$ cat config.mk
export PLATFORM = sky130hd
export DESIGN_NAME = errgate_top
export DESIGN_NICKNAME = d
export VERILOG_FILES = /design/src/rtl/errgate_pkg.sv /design/src/rtl/errgate_dp.sv /design/src/rtl/errgate_ctrl.sv /design/src/rtl/errgate_top.sv
export SDC_FILE = /design/constraint.sdc
export NUM_CORES = 1
export LEC_CHECK = 0
export ABC_CLOCK_PERIOD_IN_PS = 5990
export BUFFER_PORTS_ARGS = -buffer_cell sky130_fd_sc_hd__buf_4
export CORE_MARGIN = 1.5
export CORE_UTILIZATION = 35
export CTS_BUF_LIST = sky130_fd_sc_hd__clkbuf_8
export CTS_CLUSTER_SIZE = 30
export DETAILED_ROUTE_END_ITERATION = 8
export PLACE_DENSITY = 0.77
export SYNTH_ARGS = -nofsm -noshare
export SYNTH_HDL_FRONTEND = slang
export SYNTH_SLANG_ARGS = --single-unit
$ cat constraint.sdc
create_clock -name clk -period 5.99 [get_ports clk]
set_input_delay 0.599 -clock clk [delete_from_list [all_inputs] [get_ports clk]]
set_output_delay 0.599 -clock clk [all_outputs]
set_load 0.02 [all_outputs]
$ cat src/rtl/errgate_pkg.sv
package errgate_pkg;

  typedef enum logic [1:0] {
    SEV_COR   = 2'd0,
    SEV_NFAT  = 2'd1,
    SEV_FATAL = 2'd2
  } sev_e;

  localparam int DEV_CED = 0;
  localparam int DEV_NFD = 1;
  localparam int DEV_FED = 2;
  localparam int DEV_URD = 3;
  localparam int DEV_W   = 4;

  // flags the datapath derives from the raw inputs
  typedef struct packed {
    logic ok;          // status one-hot after supported masking
    logic fatal;       // severity bit set at the error position
    logic corMasked;   // correctable bit masked
    logic advMasked;   // advisory bit masked in correctable mask
    logic uncMasked;   // uncorrectable bit masked
  } dpFlags_t;

  // strobes from control to datapath
  typedef struct packed {
    logic setCed;
    logic setNfd;
    logic setFed;
    logic setUrd;
    logic setCor;
    logic setAdv;
    logic setUnc;
    logic logRec;
    logic msg;
    sev_e sev;
  } ctrlStrobes_t;

endpackage

$ cat src/rtl/errgate_dp.sv
module errgate_dp
  import errgate_pkg::*;
#(
  parameter int COR_W = 16,
  parameter int UNC_W = 32,
  parameter logic [COR_W-1:0] COR_SUP = '1,
  parameter logic [UNC_W-1:0] UNC_SUP = '1,
  parameter int ADV_BIT = 13,
  localparam int ERR_W = (COR_W > UNC_W) ? COR_W : UNC_W
) (
  input  logic               clk,
  input  logic               rstN,
  input  logic [ERR_W-1:0]   errStatus,
  input  logic               errIsCor,
  input  logic [COR_W-1:0]   corMask,
  input  logic [UNC_W-1:0]   uncMask,
  input  logic [UNC_W-1:0]   uncSeverity,
  input  ctrlStrobes_t       ctrl,
  output dpFlags_t           flags,
  output logic [DEV_W-1:0]   devStaSet,
  output logic [COR_W-1:0]   corStaSet,
  output logic [UNC_W-1:0]   uncStaSet,
  output logic               logReq,
  output logic               msgValid,
  output logic [1:0]         msgSev
);

  logic [COR_W-1:0] corSel;
  logic [UNC_W-1:0] uncSel;
  logic [COR_W-1:0] advVec;
  logic             corOk;
  logic             uncOk;

  assign corSel = errStatus[COR_W-1:0] & COR_SUP;
  assign uncSel = errStatus[UNC_W-1:0] & UNC_SUP;

  for (genvar i = 0; i < COR_W; i++) begin : g_adv
    assign advVec[i] = (i == ADV_BIT);
  end

  assign corOk = (corSel != '0) && ((corSel & (corSel - 1'b1)) == '0);
  assign uncOk = (uncSel != '0) && ((uncSel & (uncSel - 1'b1)) == '0);

  always_comb begin
    flags.ok        = errIsCor ? corOk : uncOk;
    flags.fatal     = |(uncSel & uncSeverity);
    flags.corMasked = |(corSel & corMask);
    flags.advMasked = |(advVec & corMask);
    flags.uncMasked = |(uncSel & uncMask);
  end

  always_ff @(posedge clk) begin
    if (!rstN) begin
      devStaSet <= '0;
      corStaSet <= '0;
      uncStaSet <= '0;
      logReq    <= 1'b0;
      msgValid  <= 1'b0;
      msgSev    <= '0;
    end else begin
      devStaSet[DEV_CED] <= ctrl.setCed;
      devStaSet[DEV_NFD] <= ctrl.setNfd;
      devStaSet[DEV_FED] <= ctrl.setFed;
      devStaSet[DEV_URD] <= ctrl.setUrd;
      corStaSet <= ctrl.setCor ? corSel : (ctrl.setAdv ? advVec : '0);
      uncStaSet <= ctrl.setUnc ? uncSel : '0;
      logReq    <= ctrl.logRec;
      msgValid  <= ctrl.msg;
      msgSev    <= ctrl.msg ? ctrl.sev : SEV_COR;
    end
  end

endmodule

$ cat src/rtl/errgate_ctrl.sv
module errgate_ctrl
  import errgate_pkg::*;
(
  input  logic         errValid,
  input  logic         errIsCor,
  input  logic         errMayAdvisory,
  input  logic         errIsUr,
  input  logic         corRptEn,
  input  logic         nfRptEn,
  input  logic         fatRptEn,
  input  logic         urRptEn,
  input  logic         serrEn,
  input  dpFlags_t     flags,
  output ctrlStrobes_t ctrl
);

  logic go;
  logic advPath;
  logic corLike;
  logic corBitMasked;
  logic corMsgOk;
  logic uncMsgOk;
  logic urBlocked;

  assign go           = errValid && flags.ok;
  assign advPath      = !errIsCor && !flags.fatal && errMayAdvisory;
  assign corLike      = errIsCor || advPath;
  assign corBitMasked = errIsCor ? flags.corMasked : flags.advMasked;

  // correctable-style reporting: mask, enable, optional UR enable
  assign corMsgOk = !corBitMasked && corRptEn && (!errIsUr || urRptEn);

  // uncorrectable reporting: mask, UR gate, then per-severity enable
  assign urBlocked = errIsUr && !urRptEn && !serrEn;
  assign uncMsgOk  = !flags.uncMasked && !urBlocked &&
                     (flags.fatal ? (serrEn || fatRptEn) : (serrEn || nfRptEn));

  always_comb begin
    ctrl.setCed = go && corLike;
    ctrl.setNfd = go && !corLike && !flags.fatal;
    ctrl.setFed = go && !corLike && flags.fatal;
    ctrl.setUrd = go && errIsUr;
    ctrl.setCor = go && errIsCor;
    ctrl.setAdv = go && advPath;
    ctrl.setUnc = go && !errIsCor;
    ctrl.logRec = go && !errIsCor && !flags.uncMasked &&
                  (!advPath || !flags.advMasked);
    ctrl.msg    = go && (corLike ? corMsgOk : uncMsgOk);
    if (corLike)          ctrl.sev = SEV_COR;
    else if (flags.fatal) ctrl.sev = SEV_FATAL;
    else                  ctrl.sev = SEV_NFAT;
  end

endmodule

$ cat src/rtl/errgate_top.sv
module errgate_top
  import errgate_pkg::*;
#(
  parameter int COR_W = 16,
  parameter int UNC_W = 32,
  parameter logic [COR_W-1:0] COR_SUP = '1,
  parameter logic [UNC_W-1:0] UNC_SUP = '1,
  parameter int ADV_BIT = 13,
  localparam int ERR_W = (COR_W > UNC_W) ? COR_W : UNC_W
) (
  input  logic             clk,
  input  logic             rstN,
  input  logic             errValid,
  input  logic [ERR_W-1:0] errStatus,
  input  logic             errIsCor,
  input  logic             errMayAdvisory,
  input  logic             errIsUr,
  input  logic             corRptEn,
  input  logic             nfRptEn,
  input  logic             fatRptEn,
  input  logic             urRptEn,
  input  logic             serrEn,
  input  logic [COR_W-1:0] corMask,
  input  logic [UNC_W-1:0] uncMask,
  input  logic [UNC_W-1:0] uncSeverity,
  output logic [3:0]       devStaSet,
  output logic [COR_W-1:0] corStaSet,
  output logic [UNC_W-1:0] uncStaSet,
  output logic             logReq,
  output logic             msgValid,
  output logic [1:0]       msgSev
);

  dpFlags_t     flags;
  ctrlStrobes_t ctrl;

  errgate_ctrl ctrl_i (
    .errValid      (errValid),
    .errIsCor      (errIsCor),
    .errMayAdvisory(errMayAdvisory),
    .errIsUr       (errIsUr),
    .corRptEn      (corRptEn),
    .nfRptEn       (nfRptEn),
    .fatRptEn      (fatRptEn),
    .urRptEn       (urRptEn),
    .serrEn        (serrEn),
    .flags         (flags),
    .ctrl          (ctrl)
  );

  errgate_dp #(
    .COR_W  (COR_W),
    .UNC_W  (UNC_W),
    .COR_SUP(COR_SUP),
    .UNC_SUP(UNC_SUP),
    .ADV_BIT(ADV_BIT)
  ) dp_i (
    .clk        (clk),
    .rstN       (rstN),
    .errStatus  (errStatus),
    .errIsCor   (errIsCor),
    .corMask    (corMask),
    .uncMask    (uncMask),
    .uncSeverity(uncSeverity),
    .ctrl       (ctrl),
    .flags      (flags),
    .devStaSet  (devStaSet),
    .corStaSet  (corStaSet),
    .uncStaSet  (uncStaSet),
    .logReq     (logReq),
    .msgValid   (msgValid),
    .msgSev     (msgSev)
  );

endmodule

======== Yosys cells after proc, flatten, opt, wreduce, memory -nomap -nowiden ========
Index checks and enable logic that the tools add are counted.
word-level totals
  register bits after elaboration ......... 56
  input port bits ......................... 123
cells by class
  add/subtract/negate cells ............... 2
  multiplexer cells ....................... 7
  bitwise gates (word level) .............. 7
  reductions and logical operators ........ 47
operator list
  cell                                                 number
  AND 32 bit                                           3
  OR reduction 32 bit                                  2
  AND 16 bit                                           2
  logical NOT 32 bit                                   1
  nonzero test 32 bit                                  1
  subtractor 32 x 1 -> 32 bit (second input constant)  1
  logical AND 1 bit                                    22
  logical NOT 16 bit                                   1
  two-way mux 16 bit                                   1
  nonzero test 16 bit                                  1
  OR reduction 16 bit                                  1
  subtractor 16 x 1 -> 16 bit (second input constant)  1
  two-way mux 14 bit                                   1
  logical NOT 1 bit                                    11
  logical OR 1 bit                                     5
  two-way mux 1 bit                                    4
  OR reduction 3 bit                                   1
  two-way mux 2 bit                                    1
  inverter 1 bit                                       2
  AND reduction 2 bit                                  1

======== Logic depth before layout (Yosys ltp) ========
  depth in word-level cells ............... 10
  gate-level depth with buffers ........... 9
  depth with buffers taken out ............ 6

======== By module ========
A second synthesis with hierarchy kept.
second synthesis, totals
  cell total of the unflattened synthesis .. 278
  area total of the unflattened synthesis .. 2531.2 um^2
by module, submodules not included
  module        times used  cells an instance  area each (um^2)
  errgate_dp    1           256                2393.5
  errgate_ctrl  1           22                 137.6

======== Worst setup path after synthesis ========
No wires, ideal clock.
  path type ............................... input to register
  start ................................... input port errStatus[9]
  end ..................................... register dp_i.corStaSet[9]
  arrival time ............................ 2.814 ns
  data required time ...................... 5.928 ns
  setup slack ............................. 3.114 ns
  stages on the path ...................... 9
  path buffers ............................ 3
  cells stage by stage .................... clkbuf_1 or4_1 o41ai_2 and4b_1 or4b_4 or2_1 buf_6 buf_6 nor2_2
on the way
  word-level cells in the longest chain between the ends .. 8
  elaborated cells between the ends (all ways) .. 14
  classes of those cells .................. 2 x add/sub; 2 x mux; 2 x bitwise; 8 x reduce/logical
ends and longest elaborated chain
  element                                                                     line                                text
  from (decl)                                                                 errgate_top.sv:14                   input logic [ERR_W-1:0] errStatus,
  subtractor 32 x 1 -> 32 bit or subtractor 16 x 1 -> 16 bit (tied branches)  errgate_dp.sv:42, errgate_dp.sv:41
  AND 32 bit or AND 16 bit (tied branches)                                    errgate_dp.sv:42, errgate_dp.sv:41
  logical NOT 32 bit or logical NOT 16 bit (tied branches)                    errgate_dp.sv:42, errgate_dp.sv:41
  logical AND 1 bit (on tied branches)                                        errgate_dp.sv:42, errgate_dp.sv:41
  two-way mux 1 bit                                                           errgate_dp.sv:45                    flags.ok = errIsCor ? corOk : uncOk;
  logical AND 1 bit                                                           errgate_ctrl.sv:25                  assign go = errValid && flags.ok;
  logical AND 1 bit                                                           errgate_ctrl.sv:43                  ctrl.setCor = go && errIsCor;
  two-way mux 16 bit (*)                                                      errgate_dp.sv:65                    corStaSet <= ctrl.setCor ? corSel : (ctrl.setAdv ? advVec : '0);
  to (signal assigned)                                                        errgate_dp.sv:65
  to (decl)                                                                   errgate_dp.sv:21                    output logic [COR_W-1:0] corStaSet,
Mark *: on every way between the ends. The rest lies on a longest branch, timed or not.
A chain may end at the register's enable or synchronous reset.

======== Worst setup path in the final report ========
  start ................................... input port errStatus[0]
  end ..................................... register dp_i.corStaSet[13]
on the way
  word-level cells in the longest chain between the ends .. 9
  elaborated cells between the ends (all ways) .. 21
  classes of those cells .................. 2 x add/sub; 3 x mux; 3 x bitwise; 13 x reduce/logical
ends and longest elaborated chain
  element                                                                     line                                text
  subtractor 32 x 1 -> 32 bit or subtractor 16 x 1 -> 16 bit (tied branches)  errgate_dp.sv:42, errgate_dp.sv:41
  AND 32 bit or AND 16 bit (tied branches)                                    errgate_dp.sv:42, errgate_dp.sv:41
  logical NOT 32 bit or logical NOT 16 bit (tied branches)                    errgate_dp.sv:42, errgate_dp.sv:41
  logical AND 1 bit (on tied branches)                                        errgate_dp.sv:42, errgate_dp.sv:41
  two-way mux 1 bit                                                           errgate_dp.sv:45
  logical AND 1 bit                                                           errgate_ctrl.sv:25
  logical AND 1 bit                                                           errgate_ctrl.sv:44                  ctrl.setAdv = go && advPath;
  two-way mux 14 bit                                                          errgate_dp.sv:65
  two-way mux 16 bit (*)                                                      errgate_dp.sv:65
Marks and branches as above.

==> impl_metrics.json <==
{
  "grt_pass1_wl_um": 15800,
  "wl_per_cell_um": 18.4,
  "cts_root_buf": "clkbuf_8",
  "coreArea_um2": 7370,
  "period_needed_ns": 3.43,
  "grt_overflow_total": 0,
  "cpPeakStageDelay_ns": 0.69,
  "cts.sinks": 56,
  "slowest_stage": "or4_1",
  "start_util_pct": 36.6,
  "yosysTopAreaCell": "dfxtp_1",
  "fp.dieArea_um2": 8250,
  "vias_per_cell": 5.36,
  "status": "complete, no violations",
  "worst-path-buf-inv": 2,
  "drt_pass1_iterations": 5,
  "path_clk_slew_ns": 0.09,
  "ys.flop_type": "dfxtp_1",
  "grt_usage_pct": 24.6,
  "worst-path-max-fanout": 25,
  "syn_to_final_growth_pct": 54.0,
  "crit_required_ns": 6.14,
  "cts-hold-fix-buffers": 0,
  "critical_path_arrival_ns": 3.59,
  "die_h_um": 90.8,
  "ys_seq_area_share_pct": 41.5,
  "nets": 585,
  "grt_max_degree": 39,
  "ys_seq_elements": 56,
  "cts_buffers": 5,
  "leakagePower_uw": 0.00185,
  "netlist_instances": 292,
  "die_x_um": 90.8,
  "grt_antenna_before_repair": 0,
  "slew_headroom_pct": 30.4,
  "synthTopCellsByArea": "dfxtp_1 (42%), nor3_2 (7.8%), a22oi_1 (6.4%)",
  "h-tree-depth": 2,
  "postRouteAntennaNets": 0,
  "critPathTopFamily": "simple AND/OR/NAND/NOR gates",
  "post_cts.repair.setup_buffers": 0,
  "utilization_pct": 56.4,
  "cp-start-kind": "input port",
  "grt_pass1_vias": 2919,
  "crit_chain": "buf_4, or4_1, nor3_2, nand2_1, mux2_2, o2111ai_4, buf_4, o32ai_2",
  "synthArstFlopShare_pct": 0,
  "powerDensity_nw_per_um2": 170,
  "fill_cells": 706,
  "io_buffers": 178,
  "yosys_warnings": 0,
  "slew_violations": 0,
  "gp_congestion": 0.865,
  "drt_iter0_markers": 246,
  "worstSetupPathType": "in2reg",
  "worst_pin_slew_ns": 1.03,
  "regArea_um2": 1120,
  "synth.distinct_cells": 48,
  "drive_gt1_share_pct": 48.3,
  "maxCapViolCount": 0,
  "cts_tree": "built",
  "post-dp-hpwl_um": 8270,
  "setup_viol_count_final": 0,
  "synth_commonest_cells": "dfxtp_1 (56), inv_1 (37), a22oi_1 (23)",
  "syn_area_per_cell_um2": 9.24,
  "synthesis.nets": 415,
  "remaining_drc_errors": 0,
  "diodes": 0,
  "rsz0062_at_grt": "false",
  "synth-edff-count": 0,
  "setup.worst_path.end_class": "flip-flop",
  "syn_area_um2": 2700,
  "clock.fmax_mhz": 291,
  "setup_tns_ns": 0,
  "multi_input_area_um2": 1350,
  "vias": 3009,
  "cp_common_cell": "buf_4",
  "ios": 179,
  "synth_top_cell_area_share_pct": 41.5,
  "rows": 31,
  "cts_resized": 0,
  "clock_path_buffers": 2,
  "yosysMostFrequentCell": "dfxtp_1",
  "hp-class": "in2reg",
  "hold_violations": 0,
  "ir_drop_v": 0.0000792,
  "finalCritPeriodShare_pct": 57.3,
  "wirelength_um": 10300
}
[layer usage]
metal	GRT usage (%)	vias to the layer above	wire [µm]
met1	32.0	1399	4300
li1	-	1433	-
met5	0	-	0
met3	4.12	15	759
met4	7.81	0	211
met2	41.5	162	5040
[path summary, 6_finish.rpt]
path	startpoint	end	slack, ns	cells after the start
worst max-delay path	errStatus[0]	dp_i.corStaSet[13]	2.56	8
worst min-delay path	errIsUr	dp_i.devStaSet[3]	0.54	3
[tightest hold or removal path, cell delays in order]
cell,delay [ns]
buf_4,0.11
inv_1,0.05
a211oi_1,0.04
[metrics by stage]
step,hold WS [ns],total power (µW),area (µm²),cells,worst slack [ns]
after floorplan,0.713,422,2700,292,3.11
after detailed placement,0.853,515,4070,554,2.28
after global routing,0.553,730,4160,561,2.43
after global placement,0.851,515,4070,554,2.38
after CTS,0.532,706,4160,561,2.60
final,0.536,704,4160,561,2.56
[kinds of logic (layout without fill, tap and decap cells)]
kind of cell / after synthesis / count (layout) / share of synthesized area (%)
simple gates: 104 / 104 / 25.3
compound gates: 74 / 74 / 22.3
flops: 56 / 56 / 41.5
buf+inv: 53 / 223 / 8.99
fa+ha+maj: 2 / 2 / 0.742
mux: 2 / 2 / 0.788
xor+xnor: 1 / 1 / 0.325
[sequential cells by signal, summed over array words and instances (netlist names)]
signal          count
dp_i.logReq         1
dp_i.devStaSet      4
dp_i.uncStaSet     32
dp_i.msgValid       1
dp_i.corStaSet     16
dp_i.msgSev         2
[power by group]
| group | internal, µW | switching (µW) | total, µW |
|---|---|---|---|
| logic | 72.5 | 63.1 | 136 |
| registers | 372 | 0.000542 | 372 |
| clock network | 79.5 | 117 | 197 |
| total | 524 | 181 | 704 |
[placed cells by master (no fill, tap or decap), drive strengths merged, types with 2 or more instances in the layout]
cell	n
inv	37
a22o	8
o211ai	2
a221oi	9
nor3	39
a31oi	2
nand2b	3
nor4	6
or4	9
o31ai	2
maj3	2
a2111oi	3
dfxtp	56
a21oi	4
clkbuf	5
a211oi	5
or3	2
nand4	8
nor2	23
nand2	9
buf	179
a22oi	23
o41ai	4
[final cells by class]
class / instances / area share (%)
tap: 99 / 2.98
clock buffer: 5 / 1.66
sequential: 56 / 27.0
clock inverter: 2 / 0.301
inverter: 37 / 3.34
timing repair buffer: 179 / 32.3
multi-input combinational: 183 / 32.4
No activity file was read; power rests on OpenSTA's default activity.
